**src/rtl/frame_pkg.sv**
```systemverilog
package frame_pkg;
  typedef enum logic [1:0] {
    OP_NOP   = 2'd0,
    OP_ALLOC = 2'd1,
    OP_CALL  = 2'd2,
    OP_RET   = 2'd3
  } cmd_op_e;

  typedef struct packed {
    logic alloc;
    logic call;
    logic ret;
    logic retFill;
    logic spillDone;
    logic fillDone;
    logic busy;
  } frame_strobe_t;
endpackage

```
**src/rtl/frame_dp.sv**
```systemverilog
module frame_dp
  import frame_pkg::*;
#(
  parameter int NUM_REGS    = 128,
  parameter int STATIC_REGS = 32,
  parameter int STACK_DEPTH = 4
) (
  input  logic                        clk,
  input  logic                        rstN,
  input  frame_strobe_t               stb,
  input  logic [$clog2(NUM_REGS)-1:0] cmdSize,
  input  logic [$clog2(NUM_REGS)-1:0] cmdOut,
  input  logic [$clog2(NUM_REGS)-1:0] rdLogical,
  output logic [$clog2(NUM_REGS)-1:0] rdPhys,
  output logic                        rdIllegal,
  output logic                        allocOver,
  output logic                        retNeedFill,
  output logic                        stkEmpty,
  output logic                        stkFull,
  output logic [$clog2(NUM_REGS)-1:0] memBase,
  output logic [$clog2(NUM_REGS)-1:0] memCount
);
  localparam int POOL = NUM_REGS - STATIC_REGS;
  localparam int LW   = $clog2(NUM_REGS);
  localparam int CW   = LW + 1;
  localparam int IW   = (STACK_DEPTH > 1) ? $clog2(STACK_DEPTH) : 1;
  localparam int SPW  = $clog2(STACK_DEPTH + 1);
  localparam logic [CW-1:0] POOL_C = CW'(POOL);
  localparam logic [CW-1:0] STAT_C = CW'(STATIC_REGS);

  logic [CW-1:0] curBase, curSof, curSol, dirty;
  logic [CW-1:0] stkSof [STACK_DEPTH];
  logic [CW-1:0] stkSol [STACK_DEPTH];
  logic [SPW-1:0] stkPtr;

  function automatic logic [CW-1:0] wrapAdd(input logic [CW-1:0] a, input logic [CW-1:0] b);
    logic [CW-1:0] s;
    s = a + b;
    return (s >= POOL_C) ? s - POOL_C : s;
  endfunction

  function automatic logic [CW-1:0] wrapSub(input logic [CW-1:0] a, input logic [CW-1:0] b);
    return (a >= b) ? a - b : a + POOL_C - b;
  endfunction

  logic [CW-1:0] sizeEff, outEff, solNew, needSum, topSof, topSol, callerBase, oldest, offset;
  logic [IW-1:0] topIdx;

  always_comb begin
    sizeEff     = ({1'b0, cmdSize} > POOL_C) ? POOL_C : {1'b0, cmdSize};
    outEff      = ({1'b0, cmdOut} > sizeEff) ? sizeEff : {1'b0, cmdOut};
    solNew      = sizeEff - outEff;
    needSum     = dirty + sizeEff;
    allocOver   = needSum > POOL_C;
    topIdx      = (stkPtr == '0) ? '0 : IW'(stkPtr - 1'b1);
    topSof      = stkSof[topIdx];
    topSol      = stkSol[topIdx];
    retNeedFill = topSol > dirty;
    callerBase  = wrapSub(curBase, topSol);
    oldest      = wrapSub(curBase, dirty);
    stkEmpty    = (stkPtr == '0);
    stkFull     = (stkPtr == SPW'(STACK_DEPTH));
    offset      = {1'b0, rdLogical} - STAT_C;
    if ({1'b0, rdLogical} < STAT_C) begin
      rdPhys    = rdLogical;
      rdIllegal = 1'b0;
    end else begin
      rdPhys    = LW'(STAT_C + wrapAdd(curBase, offset));
      rdIllegal = offset >= curSof;
    end
  end

  always_ff @(posedge clk) begin
    if (!rstN) begin
      curBase  <= '0;
      curSof   <= '0;
      curSol   <= '0;
      dirty    <= '0;
      stkPtr   <= '0;
      memBase  <= '0;
      memCount <= '0;
    end else begin
      if (stb.alloc) begin
        curSof <= sizeEff;
        curSol <= solNew;
        if (allocOver) begin
          memBase  <= LW'(STAT_C + oldest);
          memCount <= LW'(needSum - POOL_C);
        end
      end
      if (stb.call) begin
        stkPtr  <= stkPtr + 1'b1;
        curBase <= wrapAdd(curBase, curSol);
        curSof  <= curSof - curSol;
        curSol  <= '0;
        dirty   <= dirty + curSol;
      end
      if (stb.retFill) begin
        memBase  <= LW'(STAT_C + callerBase);
        memCount <= LW'(topSol - dirty);
      end
      if (stb.ret || stb.fillDone) begin
        stkPtr  <= stkPtr - 1'b1;
        curBase <= callerBase;
        curSof  <= topSof;
        curSol  <= topSol;
        dirty   <= stb.fillDone ? '0 : dirty - topSol;
      end
      if (stb.spillDone) dirty <= dirty - CW'(memCount);
    end
  end

  always_ff @(posedge clk) begin
    if (rstN && stb.call) begin
      stkSof[IW'(stkPtr)] <= curSof;
      stkSol[IW'(stkPtr)] <= curSol;
    end
  end

  a_r2_base_range: assert property (@(posedge clk) disable iff (!rstN) curBase < POOL_C);
  a_r4_sol_le_sof: assert property (@(posedge clk) disable iff (!rstN)
    (curSol <= curSof) && (curSof <= POOL_C));
  a_r6_count_pos: assert property (@(posedge clk) disable iff (!rstN)
    stb.busy |-> (memCount != '0));
  a_r9_ptr_bound: assert property (@(posedge clk) disable iff (!rstN)
    stkPtr <= SPW'(STACK_DEPTH));
endmodule

```
**src/rtl/frame_ctrl.sv**
```systemverilog
module frame_ctrl
  import frame_pkg::*;
(
  input  logic          clk,
  input  logic          rstN,
  input  logic          cmdValid,
  input  cmd_op_e       cmdOp,
  input  logic          allocOver,
  input  logic          retNeedFill,
  input  logic          stkEmpty,
  input  logic          stkFull,
  input  logic          memAck,
  output frame_strobe_t stb,
  output logic          cmdReady,
  output logic          memReq,
  output logic          memFill
);
  typedef enum logic [1:0] {S_IDLE, S_SPILL, S_FILL} state_e;
  state_e state, stateNext;

  always_comb begin
    stb       = '0;
    stateNext = state;
    stb.busy  = (state != S_IDLE);
    if (state == S_IDLE && cmdValid) begin
      unique case (cmdOp)
        OP_ALLOC: begin
          stb.alloc = 1'b1;
          if (allocOver) stateNext = S_SPILL;
        end
        OP_CALL: stb.call = !stkFull;
        OP_RET: if (!stkEmpty) begin
          if (retNeedFill) begin
            stb.retFill = 1'b1;
            stateNext   = S_FILL;
          end else begin
            stb.ret = 1'b1;
          end
        end
        default: ;
      endcase
    end else if (state == S_SPILL && memAck) begin
      stb.spillDone = 1'b1;
      stateNext     = S_IDLE;
    end else if (state == S_FILL && memAck) begin
      stb.fillDone = 1'b1;
      stateNext    = S_IDLE;
    end
  end

  always_ff @(posedge clk) begin
    if (!rstN) state <= S_IDLE;
    else       state <= stateNext;
  end

  assign cmdReady = (state == S_IDLE);
  assign memReq   = (state != S_IDLE);
  assign memFill  = (state == S_FILL);

  a_r6_hold: assert property (@(posedge clk) disable iff (!rstN)
    (memReq && !memAck) |=> (memReq && $stable(memFill)));
  a_r8_release: assert property (@(posedge clk) disable iff (!rstN)
    (memReq && memAck) |=> (!memReq && cmdReady));
  a_r8_no_accept_busy: assert property (@(posedge clk) disable iff (!rstN)
    !cmdReady |-> !(stb.alloc || stb.call || stb.ret || stb.retFill));
endmodule

```
**src/rtl/frame_mapper.sv**
```systemverilog
module frame_mapper
  import frame_pkg::*;
#(
  parameter int NUM_REGS    = 128,
  parameter int STATIC_REGS = 32,
  parameter int STACK_DEPTH = 4
) (
  input  logic                        clk,
  input  logic                        rstN,
  input  logic                        cmdValid,
  input  logic [1:0]                  cmdOp,
  input  logic [$clog2(NUM_REGS)-1:0] cmdSize,
  input  logic [$clog2(NUM_REGS)-1:0] cmdOut,
  output logic                        cmdReady,
  input  logic [$clog2(NUM_REGS)-1:0] rdLogical,
  output logic [$clog2(NUM_REGS)-1:0] rdPhys,
  output logic                        rdIllegal,
  output logic                        memReq,
  output logic                        memFill,
  output logic [$clog2(NUM_REGS)-1:0] memBase,
  output logic [$clog2(NUM_REGS)-1:0] memCount,
  input  logic                        memAck
);
  frame_strobe_t stb;
  logic allocOver, retNeedFill, stkEmpty, stkFull;

  frame_ctrl u_ctrl (
    .clk(clk), .rstN(rstN), .cmdValid(cmdValid), .cmdOp(cmd_op_e'(cmdOp)),
    .allocOver(allocOver), .retNeedFill(retNeedFill), .stkEmpty(stkEmpty),
    .stkFull(stkFull), .memAck(memAck), .stb(stb), .cmdReady(cmdReady),
    .memReq(memReq), .memFill(memFill)
  );

  frame_dp #(.NUM_REGS(NUM_REGS), .STATIC_REGS(STATIC_REGS), .STACK_DEPTH(STACK_DEPTH)) u_dp (
    .clk(clk), .rstN(rstN), .stb(stb), .cmdSize(cmdSize), .cmdOut(cmdOut),
    .rdLogical(rdLogical), .rdPhys(rdPhys), .rdIllegal(rdIllegal),
    .allocOver(allocOver), .retNeedFill(retNeedFill), .stkEmpty(stkEmpty),
    .stkFull(stkFull), .memBase(memBase), .memCount(memCount)
  );
endmodule

```
**config.mk**
```make
export PLATFORM = sky130hd
export DESIGN_NAME = frame_mapper
export DESIGN_NICKNAME = d
export VERILOG_FILES = /design/src/rtl/frame_pkg.sv /design/src/rtl/frame_dp.sv /design/src/rtl/frame_ctrl.sv /design/src/rtl/frame_mapper.sv
export SDC_FILE = /design/constraint.sdc
export NUM_CORES = 1
export LEC_CHECK = 0
export ABC_AREA = 1
export BUFFER_PORTS_ARGS = -buffer_cell sky130_fd_sc_hd__clkbuf_2
export CORE_ASPECT_RATIO = 0.6
export CORE_MARGIN = 8
export CORE_UTILIZATION = 40
export CTS_CLUSTER_SIZE = 30
export DETAILED_ROUTE_END_ITERATION = 8
export PLACE_DENSITY_LB_ADDON = 0.1
export SETUP_SLACK_MARGIN = 0.15
export SLEW_MARGIN = 25
export SYNTH_ARGS = -nofsm -noshare
export SYNTH_HDL_FRONTEND = slang
export SYNTH_SLANG_ARGS = --single-unit
```
**constraint.sdc**
```tcl
create_clock -name clk -period 5.1 [get_ports clk]
set_input_delay 0.51 -clock clk [delete_from_list [all_inputs] [get_ports clk]]
set_output_delay 0.51 -clock clk [all_outputs]
set_load 0.01 [all_outputs]
```
==> impl_metrics.py, run 1 <==
metrics = {
    "routing": {
        "wl_per_cell_um": 18.2,
        "drtPass1Iterations": 6,
        "drt_iter0_markers": 800,
        "drc": 0,
        "num_vias": 8673,
        "ant_nets": 0,
        "drt_wl_total_um": 30100,
        "viasPerCell": 5.24,
    },
    "setup_path": {
        "timing.critical_path.mode_cell": "nand2_4",
        "crit_arrival_ns": 4.93,
        "worstPathCellList": "clkinv_1, ha_1, ha_1, nor2_2, buf_4, a21oi_1, a22oi_1, inv_1, ha_1, inv_1, nand2_2, a21oi_4, nand2_4, nand2_4, nand2_4, nor2_4, nand2_4, inv_1, nand2_1, a31oi_1",
        "endpoint_kind": "flip-flop",
        "cp_top_family": "simple AND/OR/NAND/NOR gates",
        "critPathMaxStageDelay_ns": 0.40,
        "critPathKind": "reg2reg",
        "cp.required_ns": 5.43,
        "startpoint_type": "flip-flop",
        "worst_path_max_delay_cell": "a22oi_1",
        "crit_fanout": 27,
        "path_buf_inv": 5,
    },
    "floorplan": {
        "start_util_pct": 40.2,
        "rows": 44,
        "die_x_um": 216,
        "core_um2": 23900,
        "ios": 52,
        "die_y_um": 136,
        "dieArea_um2": 29400,
    },
    "synth": {
        "yosys.cell_types.count": 58,
        "ys_ff_latch": 115,
        "yosysTopAreaCell": "edfxtp_1",
        "synth_area_um2": 9610,
        "synth_top_area_share_pct": 20.0,
        "async_flop_share_pct": 0,
        "synth_area_per_cell_um2": 7.58,
        "ys_top_cells_by_area": "edfxtp_1, ha_1, dfxtp_1",
        "synth_edf_count": 64,
        "synthCells": 1268,
        "synth_nets": 1413,
        "ys_seq_area_share_pct": 30.6,
        "ys.flop_type": "edfxtp_1",
        "ys.warnings.count": 0,
    },
    "power_and_ir_drop": {
        "ir_drop_uv": 252,
        "finalPower_mw": 3.63,
        "cellPowerDensity_nw_per_um2": 339,
        "p_leak_nw": 5.09,
    },
    "timing": {
        "relSlewSlack_pct": 43.6,
        "period_share_pct": 90.2,
        "tightest_slew_ns": 0.847,
        "clock_skew_ns": 0.0104,
        "max_freq_mhz": 217,
        "fin_crit_ns": 4.60,
        "fin_setup_tns_ns": 0,
        "finalSetupViolations": 0,
        "rsz0062_at_grt": "no",
        "hold_viol_final": 0,
        "hold_slack_ns": 0.458,
        "slew_violations": 0,
        "setup_slack_ns": 0.500,
    },
    "cts": {
        "insertion_delay_ns": 0.43,
        "cts.htree.levels": 4,
        "tritoncts": "yes",
        "ctsResizeCount": 0,
        "clk_pin_slew_ns": 0.06,
        "post_cts_buffers": 0,
        "cts_root_buffer": "clkbuf_16",
        "postCtsHoldBufs": 0,
        "clockBufferDepth": 2,
        "cts_num_sinks": 115,
        "numCtsBuffers": 17,
    },
    "layout": {
        "fillerInstances": 2475,
        "design_area_um2": 10700,
        "layout-drive-gt1-share_pct": 11.2,
        "area_delta_synth_final_pct": 11.6,
        "insertedDiodeCount": 0,
        "nNetsFinal": 1464,
    },
    "worst_hold_path": {
        "min_path_type": "in2reg",
    },
    "place": {
        "dpl_cell_area_um2": 10100,
        "globalplace.congestion": 0.886,
        "portBuffers": 51,
        "pre_cts_ws_ns": 0.529,
        "dpl.hpwl_um": 23700,
    },
    "global_route": {
        "grt_pass1_wl_um": 47800,
        "grt_max_degree": 36,
        "grt_usage_pct": 20.9,
        "grt_overflow_total": 0,
        "antenna_found_initial": 0,
        "grt_pass1_vias": 8144,
    },
    "run_status": {
        "status": "complete, no violations",
    },
    "job": {
        "cap_violations": 0,
    },
}
## sequential cells by signal (all words and copies together), names as in the netlist
register       cells
u_dp.stkSof       32
u_dp.stkSol       32
u_dp.curBase       8
u_dp.curSof        8
u_dp.curSol        8
u_dp.dirty         8
u_dp.memBase       7
u_dp.memCount      7
u_dp.stkPtr        3
u_ctrl.state       2
## stage by stage
stage / utilization, % / instances
floorplan: - / 1268
global placement: 42.5 / 1622
detailed placement: 42.5 / 1622
CTS: 44.9 / 1654
global route: 44.9 / 1654
finish: 44.9 / 1654
## Yosys cell counts (5+ instances only)
cell,n
nand2_2,6
o22ai_2,5
or2_2,7
o21ai_0,68
edfxtp_1,64
fa_1,11
nor3_1,6
a21oi_1,98
a31oi_1,15
clkbuf_1,11
a22oi_1,8
inv_1,177
dfxtp_1,51
xnor2_1,18
nand2_1,270
nand4_1,22
ha_1,107
o32ai_1,6
buf_2,10
nor2_1,108
nand3_1,78
o22ai_1,15
nand3b_1,10
xor2_1,19
a21o_1,5
nand2_4,5
o21ai_1,7
## layout by cell type (no fill, tap or decap), drive strengths merged, types with 3 or more instances in the layout
| cell type | Yosys | final |
|---|---|---|
| or2 | 9 | 9 |
| o22ai | 20 | 20 |
| o32ai | 6 | 6 |
| a211oi | 4 | 4 |
| ha | 107 | 107 |
| o21ai | 76 | 76 |
| nand3b | 10 | 10 |
| clkinvlp | 0 | 4 |
| dfxtp | 51 | 51 |
| a22oi | 8 | 8 |
| nor3 | 7 | 7 |
| nand2 | 282 | 282 |
| fa | 11 | 11 |
| nor2 | 114 | 114 |
| o21a | 3 | 3 |
| a21oi | 103 | 103 |
| nand4 | 22 | 22 |
| inv | 183 | 187 |
| clkinv | 2 | 7 |
| clkbuf | 12 | 68 |
| o21bai | 3 | 3 |
| a31oi | 15 | 15 |
| buf | 22 | 15 |
| edfxtp | 64 | 64 |
| xnor2 | 18 | 18 |
| a21o | 5 | 5 |
| nand3 | 83 | 83 |
| xor2 | 19 | 19 |
## area by class of cell
type | count | area [um^2] | area share, %
multi-input cells | 934 | 5710 | 53.2
flip-flops and latches | 115 | 2940 | 27.4
inverters | 185 | 707 | 6.59
clock buffers | 17 | 425 | 3.97
well taps | 322 | 403 | 3.76
repair buffers | 66 | 380 | 3.55
clock inverters | 15 | 158 | 1.47
## metal layers
| layer | vias up | GRT usage [%] | part of all wire (%) |
|---|---|---|---|
| li1 | 4372 | - | - |
| met5 | - | 0 | 0 |
| met3 | 13 | 5.71 | 8.3 |
| met4 | 0 | 2.99 | 0.52 |
| met2 | 286 | 27.6 | 37 |
| met1 | 4002 | 33.0 | 54 |
## tightest hold or removal path, stage by stage
cell and delay, ns:
clkbuf_2 0.10, nor3_1 0.08, nand2_1 0.08, a21oi_1 0.06
## path summary, 6_finish.rpt
check | depth (start not counted) | startpoint | to | slack, ns
hold / removal | 4 | cmdOp[1] | u_ctrl.state[0] | 0.46
setup / recovery | 20 | u_dp.stkPtr[0] | u_dp.curSof[7] | 0.50
hold reg to reg | 2 | u_dp.memBase[1] | u_dp.memBase[1] | 0.47
setup reg to reg | 20 | u_dp.stkPtr[0] | u_dp.curSof[7] | 0.50
## cells by family after synthesis
kind of cell,synth area share (%)
flops,30.6
simple gates,24.4
mux,0.104
compound gates,15.3
xor+xnor,3.37
buf+inv,10.0
fa+ha+maj,16.2
## report_power, final
group          total, mW  internal [mW]  switching [mW]
Clock               1.20          0.722           0.482
Combinational       1.33          0.482           0.845
Sequential          1.10           1.02          0.0796
Total               3.63           2.23            1.41
(Power assumes the default switching activity.)
==> run 2, diff against run 1 <==
--- a/config.mk
+++ b/config.mk
@@ -12,7 +12,7 @@
 export CORE_UTILIZATION = 40
 export CTS_CLUSTER_SIZE = 30
 export DETAILED_ROUTE_END_ITERATION = 8
-export PLACE_DENSITY_LB_ADDON = 0.1
+export PLACE_DENSITY = 0.62
 export SETUP_SLACK_MARGIN = 0.15
 export SLEW_MARGIN = 25
 export SYNTH_ARGS = -nofsm -noshare
==> impl_metrics.py, run 2 (synthesis gave the netlist of run 1 again) <==
metrics = {
    "place": {
        "dpl.hpwl_um": 23300,
        "placedCellCount": 1623,
        "portBuffers": 51,
        "globalplace.congestion": 0.953,
        "dpl_cell_area_um2": 10100,
    },
    "layout": {
        "area_delta_synth_final_pct": 11.4,
        "layout-drive-gt1-share_pct": 11.0,
        "design_area_um2": 10700,
        "mostFrequentLayoutCells": "nand2_1, inv_1, nor2_1, ha_1, a21oi_1",
        "layout_commonest_cell": "nand2_1",
        "nNetsFinal": 1465,
        "insertedDiodeCount": 0,
        "layout.cells.non_filler": 1655,
        "finish.utilization_pct": 44.8,
        "biggestRegsByFlops": "u_dp.stkSof: 32 flops, u_dp.stkSol: 32 flops",
    },
    "routing": {
        "viasPerCell": 5.34,
        "drt_wl_total_um": 29600,
        "wl_per_cell_um": 17.9,
        "drc": 0,
        "ant_nets": 0,
        "drtPass1Iterations": 5,
        "drt_iter0_markers": 922,
        "num_vias": 8838,
    },
    "global_route": {
        "grt_pass1_vias": 7844,
        "grt_usage_pct": 20.0,
        "grt_overflow_total": 0,
        "antenna_found_initial": 0,
        "grt_pass1_wl_um": 45500,
        "grt_max_degree": 36,
    },
    "setup_path": {
        "worstSetupEndpoint": "u_dp.curSof[3]",
        "endpoint_kind": "flip-flop",
        "cp.required_ns": 5.45,
        "startpoint_type": "flip-flop",
        "rr_startpoint": "u_dp.stkPtr[0]",
        "r2r-end": "u_dp.curSof[3]",
        "critPathKind": "reg2reg",
        "crit_fanout": 21,
        "crit_arrival_ns": 4.98,
        "startpoint": "u_dp.stkPtr[0]",
        "rr_worst_depth": 20,
        "r2r_slack_ns": 0.47,
    },
    "power_and_ir_drop": {
        "ir_drop_uv": 216,
        "cellPowerDensity_nw_per_um2": 334,
        "pwr-share-clk_pct": 31.6,
        "sw_frac_of_total_pct": 38.5,
        "p_comb_share_pct": 37.5,
        "internal-power_mw": 2.20,
        "seqPwrFrac_pct": 31.0,
        "p_leak_nw": 5.07,
        "p_switching_mw": 1.37,
        "finalPower_mw": 3.57,
    },
    "timing": {
        "max_freq_mhz": 216,
        "tightest_slew_ns": 0.735,
        "finalSetupViolations": 0,
        "fin_setup_tns_ns": 0,
        "period_share_pct": 90.7,
        "slew_violations": 0,
        "rsz0062_at_grt": "no",
        "fin_crit_ns": 4.63,
        "relSlewSlack_pct": 50.7,
        "clock_skew_ns": 0.0120,
        "hold_viol_final": 0,
    },
    "cts": {
        "clockBufferDepth": 2,
        "insertion_delay_ns": 0.42,
        "cts_root_buffer": "clkbuf_16",
        "tritoncts": "yes",
        "clk_pin_slew_ns": 0.06,
        "post_cts_buffers": 0,
        "numCtsBuffers": 17,
        "cts_num_sinks": 115,
        "cts.htree.levels": 4,
    },
    "floorplan": {
        "core_um2": 23900,
        "dieArea_um2": 29400,
        "die_y_um": 136,
        "die_x_um": 216,
        "rows": 44,
        "ios": 52,
        "start_util_pct": 40.2,
    },
    "job": {
        "cap_violations": 0,
    },
    "worst_hold_path": {
        "min_path_type": "reg2reg",
    },
    "run_status": {
        "status": "complete, no violations",
    },
}
-- run 2: what timing repair did --
action / in CTS / in global routing
endpoints found under the setup margin: 0 / 2
resized for setup: 0 / 2
hold buffers: 0 / 0
-- run 2: per-layer routing --
metal  part of all wire [%]  vias to the layer above  track usage (%)
li1                       -                     4372                -
met1                     51                     4067             31.3
met2                     36                      384             25.1
met3                     12                       15             7.42
met4                   0.52                        0             3.18
met5                      0                        -                0
-- run 2: power groups by stage --
stage | Combinational (mW) | Sequential (mW) | Clock (mW)
after global routing | 1.49 | 1.11 | 1.18
final | 1.34 | 1.11 | 1.13
after CTS | 1.31 | 1.10 | 1.14
after global placement | 1.29 | 1.12 | 0
after detailed placement | 1.30 | 1.12 | 0
after floorplan | 0.982 | 1.08 | 0
-- run 2: critical path: stages, from the launching register on --
cell and delay [ns]:
dfxtp_1 0.43, clkinv_1 0.13, ha_1 0.26, ha_1 0.30, nor2_2 0.35, buf_4 0.32
a21oi_1 0.07, a22oi_1 0.39, ha_1 0.42, nand3_2 0.13, nand3_2 0.09, nand2_2 0.11
nand2_4 0.07, nand2_4 0.10, nand2_4 0.21, nor2_4 0.28, buf_4 0.32, inv_6 0.12
o21ai_0 0.25, nor2_1 0.07, a21oi_1 0.11
-- run 2: how the worst min path moves through the flow --
stage                          startpoint               to  slack (ns)  cells after the start
after CTS                        cmdOp[1]  u_ctrl.state[0]        0.45                      4
after floorplan           u_ctrl.state[1]  u_ctrl.state[1]        0.49                      2
final                     u_dp.memBase[1]  u_dp.memBase[1]        0.47                      2
after detailed placement  u_dp.memBase[1]  u_dp.memBase[1]        0.46                      2
after global routing      u_dp.memBase[1]  u_dp.memBase[1]        0.49                      2
after global placement    u_dp.memBase[2]  u_dp.memBase[2]        0.46                      2
-- run 2: area by class of cell --
class,instances,area [um^2]
Clock inverter,7,48.8
Sequential cell,115,2940
Tap cell,322,403
Multi-Input combinational cell,934,5720
Clock buffer,25,508
Fill cell,2384,13200
Timing Repair Buffer,67,375
Inverter,185,707
-- run 2: through the flow --
stage | hold slack [ns] | worst slack, ns
2_1_floorplan | 0.486 | 1.28
3_3_place_gp | 0.459 | 0.810
3_5_place_dp | 0.461 | 0.590
4_1_cts | 0.453 | 0.565
5_1_grt | 0.494 | 0.193
6_report | 0.468 | 0.474
